<file path="src/rtl/rtc_calendar_pkg.sv">
`timescale 1ns/1ps
package rtc_calendar_pkg;

  localparam int unsigned REG_COUNT = 7;

  typedef enum logic [2:0] {
    RA_SEC  = 3'd0,
    RA_MIN  = 3'd1,
    RA_HOUR = 3'd2,
    RA_DOW  = 3'd3,
    RA_DOM  = 3'd4,
    RA_MON  = 3'd5,
    RA_YEAR = 3'd6,
    RA_NONE = 3'd7
  } rtc_addr_e;

  // Decimal value of a two-digit BCD byte (tolerates non-BCD nibbles).
  function automatic logic [7:0] bcd_val(input logic [7:0] v);
    return 8'(v[7:4]) * 8'd10 + 8'(v[3:0]);
  endfunction

  // Two-digit BCD encoding of a binary value below 100.
  function automatic logic [7:0] to_bcd(input logic [6:0] b);
    logic [3:0] tens;
    tens = 4'(b / 7'd10);
    return {tens, 4'(b - 7'(tens) * 7'd10)};
  endfunction

  // Next BCD value without wrap handling.
  function automatic logic [7:0] bcd_inc(input logic [7:0] v);
    if (v[3:0] >= 4'd9) return {v[7:4] + 4'd1, 4'd0};
    return v + 8'd1;
  endfunction

  // Hour register to linear hour 0..23.
  function automatic logic [5:0] hour_to_lin(input logic [5:0] h, input logic m24);
    logic [5:0] v;
    if (m24) return 6'(bcd_val({2'b00, h}));
    v = 6'(bcd_val({3'b000, h[4:0]}));
    if (v == 6'd12) v = 6'd0;
    return h[5] ? v + 6'd12 : v;
  endfunction

  // Linear hour 0..23 to hour register encoding.
  function automatic logic [5:0] lin_to_hour(input logic [5:0] b, input logic m24);
    logic       pm;
    logic [5:0] v;
    if (m24) return 6'(to_bcd({1'b0, b}));
    pm = (b >= 6'd12);
    v  = pm ? b - 6'd12 : b;
    if (v == 6'd0) v = 6'd12;
    return {pm, 5'(to_bcd({1'b0, v}))};
  endfunction

  // Last day of a BCD month, leap when the year digits are a multiple of four.
  function automatic logic [7:0] days_in_month(input logic [4:0] mon, input logic [7:0] yr);
    case (mon)
      5'h02:                      return ((bcd_val(yr) % 8'd4) == 8'd0) ? 8'd29 : 8'd28;
      5'h04, 5'h06, 5'h09, 5'h11: return 8'd30;
      default:                    return 8'd31;
    endcase
  endfunction

endpackage

</file>
<file path="src/rtl/rtc_prescaler.sv">
`timescale 1ns/1ps
module rtc_prescaler #(
  parameter int unsigned DIV = 32768
) (
  input  logic                       clk_i,
  input  logic                       rst_i,
  input  logic                       tick_i,
  input  logic                       clear_i,
  output logic                       pulse_o,
  output logic [$clog2(DIV)-1:0]     count_o
);
  localparam int unsigned CW = $clog2(DIV);
  localparam logic [CW-1:0] LAST = CW'(DIV - 1);

  logic [CW-1:0] cnt_q;
  logic          at_last;

  assign at_last = (cnt_q == LAST);
  assign pulse_o = tick_i && at_last;
  assign count_o = cnt_q;

  always_ff @(posedge clk_i) begin
    if (rst_i || clear_i) begin
      cnt_q <= '0;
    end else if (tick_i) begin
      cnt_q <= at_last ? '0 : cnt_q + CW'(1);
    end
  end
endmodule

</file>
<file path="src/rtl/rtc_time_core.sv">
`timescale 1ns/1ps
module rtc_time_core
  import rtc_calendar_pkg::*;
(
  input  logic       clk_i,
  input  logic       rst_i,
  input  logic       mode24_i,
  input  logic       inc_i,
  input  logic       wr_sec_i,
  input  logic       wr_min_i,
  input  logic       wr_hour_i,
  input  logic [6:0] sec_wd_i,
  input  logic [6:0] min_wd_i,
  input  logic [5:0] hour_wd_i,
  output logic [6:0] sec_o,
  output logic [6:0] min_o,
  output logic [5:0] hour_o,
  output logic       hour_step_o,
  output logic       day_step_o
);
  logic [6:0] sec_q, min_q;
  logic [5:0] hour_q;
  logic       sec_wrap, min_wrap, hour_wrap;
  logic       min_step;
  logic [5:0] hour_lin;

  assign sec_wrap  = bcd_val({1'b0, sec_q}) >= 8'd59;
  assign min_wrap  = bcd_val({1'b0, min_q}) >= 8'd59;
  assign hour_lin  = hour_to_lin(hour_q, mode24_i);
  assign hour_wrap = hour_lin >= 6'd23;

  assign min_step    = inc_i && sec_wrap;
  assign hour_step_o = min_step && min_wrap;
  assign day_step_o  = hour_step_o && hour_wrap;

  always_ff @(posedge clk_i) begin
    if (rst_i) begin
      sec_q <= '0;
    end else if (wr_sec_i) begin
      sec_q <= sec_wd_i;
    end else if (inc_i) begin
      sec_q <= sec_wrap ? '0 : 7'(bcd_inc({1'b0, sec_q}));
    end
  end

  always_ff @(posedge clk_i) begin
    if (rst_i) begin
      min_q <= '0;
    end else if (wr_min_i) begin
      min_q <= min_wd_i;
    end else if (min_step) begin
      min_q <= min_wrap ? '0 : 7'(bcd_inc({1'b0, min_q}));
    end
  end

  always_ff @(posedge clk_i) begin
    if (rst_i) begin
      hour_q <= mode24_i ? 6'h00 : 6'h12;
    end else if (wr_hour_i) begin
      hour_q <= hour_wd_i;
    end else if (hour_step_o) begin
      hour_q <= lin_to_hour(hour_wrap ? 6'd0 : hour_lin + 6'd1, mode24_i);
    end
  end

  assign sec_o  = sec_q;
  assign min_o  = min_q;
  assign hour_o = hour_q;
endmodule

</file>
<file path="src/rtl/rtc_date_core.sv">
`timescale 1ns/1ps
module rtc_date_core
  import rtc_calendar_pkg::*;
(
  input  logic       clk_i,
  input  logic       rst_i,
  input  logic       day_inc_i,
  input  logic       wr_dow_i,
  input  logic       wr_dom_i,
  input  logic       wr_mon_i,
  input  logic       wr_year_i,
  input  logic [2:0] dow_wd_i,
  input  logic [5:0] dom_wd_i,
  input  logic [4:0] mon_wd_i,
  input  logic       cen_wd_i,
  input  logic [7:0] year_wd_i,
  output logic [2:0] dow_o,
  output logic [5:0] dom_o,
  output logic [4:0] mon_o,
  output logic       century_o,
  output logic [7:0] year_o
);
  logic [2:0] dow_q;
  logic [5:0] dom_q;
  logic [4:0] mon_q;
  logic       cen_q;
  logic [7:0] year_q;

  logic [7:0] last_day;
  logic       dom_wrap, mon_wrap, year_wrap, dow_wrap;
  logic       mon_inc, year_inc;

  assign last_day  = days_in_month(mon_q, year_q);
  assign dom_wrap  = bcd_val({2'b00, dom_q}) >= last_day;
  assign mon_wrap  = bcd_val({3'b000, mon_q}) >= 8'd12;
  assign year_wrap = bcd_val(year_q) >= 8'd99;
  assign dow_wrap  = dow_q >= 3'd6;

  assign mon_inc  = day_inc_i && dom_wrap;
  assign year_inc = mon_inc && mon_wrap;

  always_ff @(posedge clk_i) begin
    if (rst_i) begin
      dow_q <= '0;
    end else if (wr_dow_i) begin
      dow_q <= dow_wd_i;
    end else if (day_inc_i) begin
      dow_q <= dow_wrap ? 3'd0 : dow_q + 3'd1;
    end
  end

  always_ff @(posedge clk_i) begin
    if (rst_i) begin
      dom_q <= 6'h01;
    end else if (wr_dom_i) begin
      dom_q <= dom_wd_i;
    end else if (day_inc_i) begin
      dom_q <= dom_wrap ? 6'h01 : 6'(bcd_inc({2'b00, dom_q}));
    end
  end

  always_ff @(posedge clk_i) begin
    if (rst_i) begin
      mon_q <= 5'h01;
      cen_q <= 1'b0;
    end else if (wr_mon_i) begin
      mon_q <= mon_wd_i;
      cen_q <= cen_wd_i;
    end else begin
      if (mon_inc) mon_q <= mon_wrap ? 5'h01 : 5'(bcd_inc({3'b000, mon_q}));
      if (year_inc && year_wrap) cen_q <= ~cen_q;
    end
  end

  always_ff @(posedge clk_i) begin
    if (rst_i) begin
      year_q <= '0;
    end else if (wr_year_i) begin
      year_q <= year_wd_i;
    end else if (year_inc) begin
      year_q <= year_wrap ? 8'h00 : bcd_inc(year_q);
    end
  end

  assign dow_o     = dow_q;
  assign dom_o     = dom_q;
  assign mon_o     = mon_q;
  assign century_o = cen_q;
  assign year_o    = year_q;
endmodule

</file>
<file path="src/rtl/rtc_calendar.sv">
`timescale 1ns/1ps
module rtc_calendar
  import rtc_calendar_pkg::*;
#(
  parameter int unsigned PRESCALE = 32768
) (
  input  logic       clk_i,
  input  logic       rst_i,
  input  logic       tick_i,
  input  logic       hour_24h_i,
  input  logic       wr_en_i,
  input  logic [2:0] addr_i,
  input  logic [7:0] wdata_i,
  output logic [7:0] rdata_o
);
  localparam int unsigned CNT_W = $clog2(PRESCALE);

  logic [REG_COUNT-1:0] wr_sel;
  logic                 sec_pulse;
  logic                 inc;
  logic [CNT_W-1:0]     presc_cnt;

  logic [6:0] sec_q, min_q;
  logic [5:0] hour_q;
  logic       hour_step, day_step;
  logic [2:0] dow_q;
  logic [5:0] dom_q;
  logic [4:0] mon_q;
  logic       century_q;
  logic [7:0] year_q;
  logic [7:0] rd_mux;
  logic [7:0] rdata_q;

  for (genvar g = 0; g < REG_COUNT; g++) begin : g_wsel
    assign wr_sel[g] = wr_en_i && (addr_i == 3'(g));
  end

  // A write cycle swallows the one-second advance.
  assign inc = sec_pulse && !wr_en_i;

  rtc_prescaler #(.DIV(PRESCALE)) u_presc (
    .clk_i   (clk_i),
    .rst_i   (rst_i),
    .tick_i  (tick_i),
    .clear_i (wr_sel[RA_SEC]),
    .pulse_o (sec_pulse),
    .count_o (presc_cnt)
  );

  rtc_time_core u_time (
    .clk_i       (clk_i),
    .rst_i       (rst_i),
    .mode24_i    (hour_24h_i),
    .inc_i       (inc),
    .wr_sec_i    (wr_sel[RA_SEC]),
    .wr_min_i    (wr_sel[RA_MIN]),
    .wr_hour_i   (wr_sel[RA_HOUR]),
    .sec_wd_i    (wdata_i[6:0]),
    .min_wd_i    (wdata_i[6:0]),
    .hour_wd_i   (wdata_i[5:0]),
    .sec_o       (sec_q),
    .min_o       (min_q),
    .hour_o      (hour_q),
    .hour_step_o (hour_step),
    .day_step_o  (day_step)
  );

  rtc_date_core u_date (
    .clk_i     (clk_i),
    .rst_i     (rst_i),
    .day_inc_i (day_step),
    .wr_dow_i  (wr_sel[RA_DOW]),
    .wr_dom_i  (wr_sel[RA_DOM]),
    .wr_mon_i  (wr_sel[RA_MON]),
    .wr_year_i (wr_sel[RA_YEAR]),
    .dow_wd_i  (wdata_i[2:0]),
    .dom_wd_i  (wdata_i[5:0]),
    .mon_wd_i  (wdata_i[4:0]),
    .cen_wd_i  (wdata_i[7]),
    .year_wd_i (wdata_i),
    .dow_o     (dow_q),
    .dom_o     (dom_q),
    .mon_o     (mon_q),
    .century_o (century_q),
    .year_o    (year_q)
  );

  always_comb begin
    case (rtc_addr_e'(addr_i))
      RA_SEC:  rd_mux = {1'b0, sec_q};
      RA_MIN:  rd_mux = {1'b0, min_q};
      RA_HOUR: rd_mux = {2'b00, hour_q};
      RA_DOW:  rd_mux = {5'b00000, dow_q};
      RA_DOM:  rd_mux = {2'b00, dom_q};
      RA_MON:  rd_mux = {century_q, 2'b00, mon_q};
      RA_YEAR: rd_mux = year_q;
      default: rd_mux = 8'h00;
    endcase
  end

  always_ff @(posedge clk_i) begin
    if (rst_i) rdata_q <= 8'h00;
    else       rdata_q <= rd_mux;
  end

  assign rdata_o = rdata_q;
endmodule

</file>
<file path="config.mk">
export PLATFORM = sky130hd
export DESIGN_NAME = rtc_calendar
export DESIGN_NICKNAME = d
export VERILOG_FILES = /design/src/rtl/rtc_calendar_pkg.sv /design/src/rtl/rtc_prescaler.sv /design/src/rtl/rtc_time_core.sv /design/src/rtl/rtc_date_core.sv /design/src/rtl/rtc_calendar.sv
export SDC_FILE = /design/constraint.sdc
export NUM_CORES = 1
export LEC_CHECK = 0
export ABC_AREA = 0
export ABC_CLOCK_PERIOD_IN_PS = 10240
export CAP_MARGIN = 15
export CORE_UTILIZATION = 60
export CTS_CLUSTER_SIZE = 28
export DETAILED_ROUTE_END_ITERATION = 6
export HOLD_SLACK_MARGIN = 0.05
export PLACE_DENSITY = 0.8
export RECOVER_POWER = 100
export SLEW_MARGIN = 0
export SYNTH_ARGS = -nofsm -noshare
export SYNTH_HDL_FRONTEND = slang
export SYNTH_SLANG_ARGS = --single-unit
</file>
<file path="constraint.sdc">
create_clock -name clk_i -period 10.24 [get_ports clk_i]
set_clock_uncertainty 0.05 [all_clocks]
set_input_delay 2.56 -clock clk_i [delete_from_list [all_inputs] [get_ports clk_i]]
set_output_delay 2.56 -clock clk_i [all_outputs]
set_load 0.02 [all_outputs]
</file>
==> metrics.txt <==
Hold Path Cell Cnt 2; core area 9860 um2; cell mode on critical path ha_1; critical path peak fanout 14; # IOs 24; Tmin final 9.67 ns; Clock power frac 11.7%; period utilization 94.4%; Worst EP required 10.38 ns; area grow syn2layout 8.02%; GRT Total Usage 30.6%; Seq pwr share 14.9%; post-route ant nets 0; net switching power 1.04 mW; Reg2Reg Launch Point u_time.hour_o[4]; Reg2Reg Setup Slack 1.44 ns; die width 103 um; reg2reg path depth 34; Routed WL per cell 17.1 um; Avg Cell Area, Syn 7.93 um2; post-route worst setup slack 0.574 ns; Syn Nets 865; RSZ-0062 raised after global routing no; Synth Cell Area 6170 um2; Yosys cell types 80; Worst VDD drop 0.235 mV; Clock Path Buffers 2; via/cell ratio 6.36; Clock Latency Late Sink 0.36 ns; CTS root buffer clkbuf_8; # Post-CTS Setup Buffers 0; post-layout util 67.5%; Slew Limit Fails 0; EDFF count, synth 6; Synth Register Bits 66; row cnt 36; Worst path max stage delay 0.65 ns; fmax 103 MHz; pre-CTS WS 0.310 ns; gr ovfl total 0; number of H-tree levels 3; Worst EP arrival 9.80 ns; CTS sink cnt 66; critical path buffer and inverter count 4; # DRC 0; Layout Nets 869; Hold Path Class reg2reg; Fin. Hold Viols 0; routability cong. 0.863; P_leak 2.70 nW; CTS clk-pin slew, worst paths 0.08 ns; end point of the worst hold path u_presc.count_o[1]; Mapped Cells 778; Gate power share 73.4%; Die H 103 um; filler instances 841; CTS tree yes; P_int 1.09 mW; outcome finished, final reports clean; effective utilization at floorplan 62.5%; number of standard cells in the final layout excluding fillers 920; Cells after DPL 904; post-synth top area share 19.5%; largest net degree at the start of global routing 56; hold path start u_presc.count_o[1]; Port Buffers 23; Synth area leader dfxtp_1; Slew @ Worst Pin 0.940 ns; number of CTS-inserted buffers 9; Detailed Place HPWL 12000 um; Pwr Total 2.13 mW; pwr/cell area 319 nW/um2; share of cells above drive strength 1 7.24%; setup TNS 0 ns; Max-Cap Viols 0; CP endpoint kind flip-flop; vias in the first global route 5388; first-pass GRT wire length 25400 um; Worst Setup Path Type in2reg; post-cts sizing count 0; Sw Ratio 48.9%; DR iter-0 viols 473; initial antenna violation count 0; diodes inserted 0; sequential area share after synthesis 22.4%; Synth Warn # 0; critical path's slowest cell clkdlybuf4s50_1; Worst setup SP type primary input; R2R Path End u_time.hour_o[3]; Critical Path Start hour_24h_i; post-cts hold buffer count 0; die area 10700 um2; Final setup viols 0; register area 1380 um2; top post-synthesis cells by area dfxtp_1 (19%), ha_1 (13%), nor2_1 (6.1%); DRT Pass-1 Iters 5; ys flop type dfxtp_1; critical path's top delay family compound AO/OA/AOI/OAI gates; Post-synth ARST share 0%; final WL 15800 um; area of the multi-input gates 4490 um2; relative slew slack 36.9%; DR vias 5853
-- registers in the layout, indices dropped and copies added (netlist names) --
| signal | cells |
|---|---|
| u_time.min_o | 7 |
| rdata_o | 8 |
| u_date.dow_o | 3 |
| u_presc.count_o | 15 |
| u_date.year_o | 8 |
| u_time.hour_o | 6 |
| u_time.sec_o | 7 |
| u_date.dom_o | 6 |
| u_date.century_o | 1 |
| u_date.mon_o | 5 |
-- synth_stat cells (10+ instances only) --
cell	count
dfxtp_1	60
nand2_1	74
inv_1	38
a21oi_1	59
clkbuf_1	27
o21ai_0	35
nor3_1	23
nor2_1	100
mux2i_1	11
nand3_1	23
xnor2_1	15
a21o_1	10
ha_1	63
a211oi_1	13
xor2_1	17
-- per-layer routing --
layer	GRT usage, %	vias to the layer above	routed length, um
met4	9.97	0	285
met5	0	-	0
met1	39.3	2756	6820
met3	5.31	26	1100
met2	52.2	221	7560
li1	-	2850	-
-- cell type report --
cell class              count  area share [%]
multi-input cells         640            67.5
flip-flops and latches     66            20.7
repair buffers             27            3.78
well taps                 133            2.50
inverters                  38            2.14
clock buffers               9            1.86
clock inverters             7            1.52
-- worst max path at each step --
stage / end / slack, ns / depth (start not counted)
6_report: u_time.hour_o[3] / 0.57 / 31
5_1_grt: u_time.hour_o[3] / 0.05 / 31
4_1_cts: u_time.hour_o[3] / 0.68 / 31
3_5_place_dp: u_time.hour_o[3] / 0.31 / 31
3_3_place_gp: u_time.hour_o[3] / 0.66 / 29
2_1_floorplan: u_time.hour_o[3] / 1.37 / 29
-- placed cells by master (no fill, tap or decap), types with 13 or more instances in the layout --
| master | count |
|---|---|
| a211oi_1 | 13 |
| a21oi_1 | 59 |
| dfxtp_1 | 60 |
| ha_1 | 63 |
| inv_1 | 38 |
| nand2_1 | 74 |
| nand3_1 | 23 |
| nor2_1 | 100 |
| nor3_1 | 24 |
| o21ai_0 | 35 |
| xnor2_1 | 15 |
| xor2_1 | 17 |
-- power by group through the flow --
stage / Sequential, mW / Combinational (mW) / Clock [mW]
after floorplan: 0.311 / 1.26 / 0
after global placement: 0.322 / 1.48 / 0
after detailed placement: 0.321 / 1.55 / 0
after CTS: 0.316 / 1.56 / 0.253
after global routing: 0.319 / 1.73 / 0.262
final: 0.317 / 1.56 / 0.249
-- tightest hold or removal path, cell delays in order, from the launching register on --
cell and delay (ns):
dfxtp_1 0.33, nand2b_1 0.08, a21oi_1 0.06
-- cells by family after synthesis --
kind of cell	after synthesis	share of synthesized area, %
simple gates	296	22.9
compound gates	221	26.4
buf+inv	72	4.50
fa+ha+maj	71	15.4
flops	66	22.4
xor+xnor	33	4.81
mux	19	3.61
-- through the flow --
step | cell area, um2 | hold WS (ns)
final | 6660 | 0.464
after global routing | 6660 | 0.476
after CTS | 6680 | 0.464
after detailed placement | 6450 | 0.450
after global placement | 6450 | 0.426
after floorplan | 6170 | 0.416
Power figures use the tool's default switching activity.
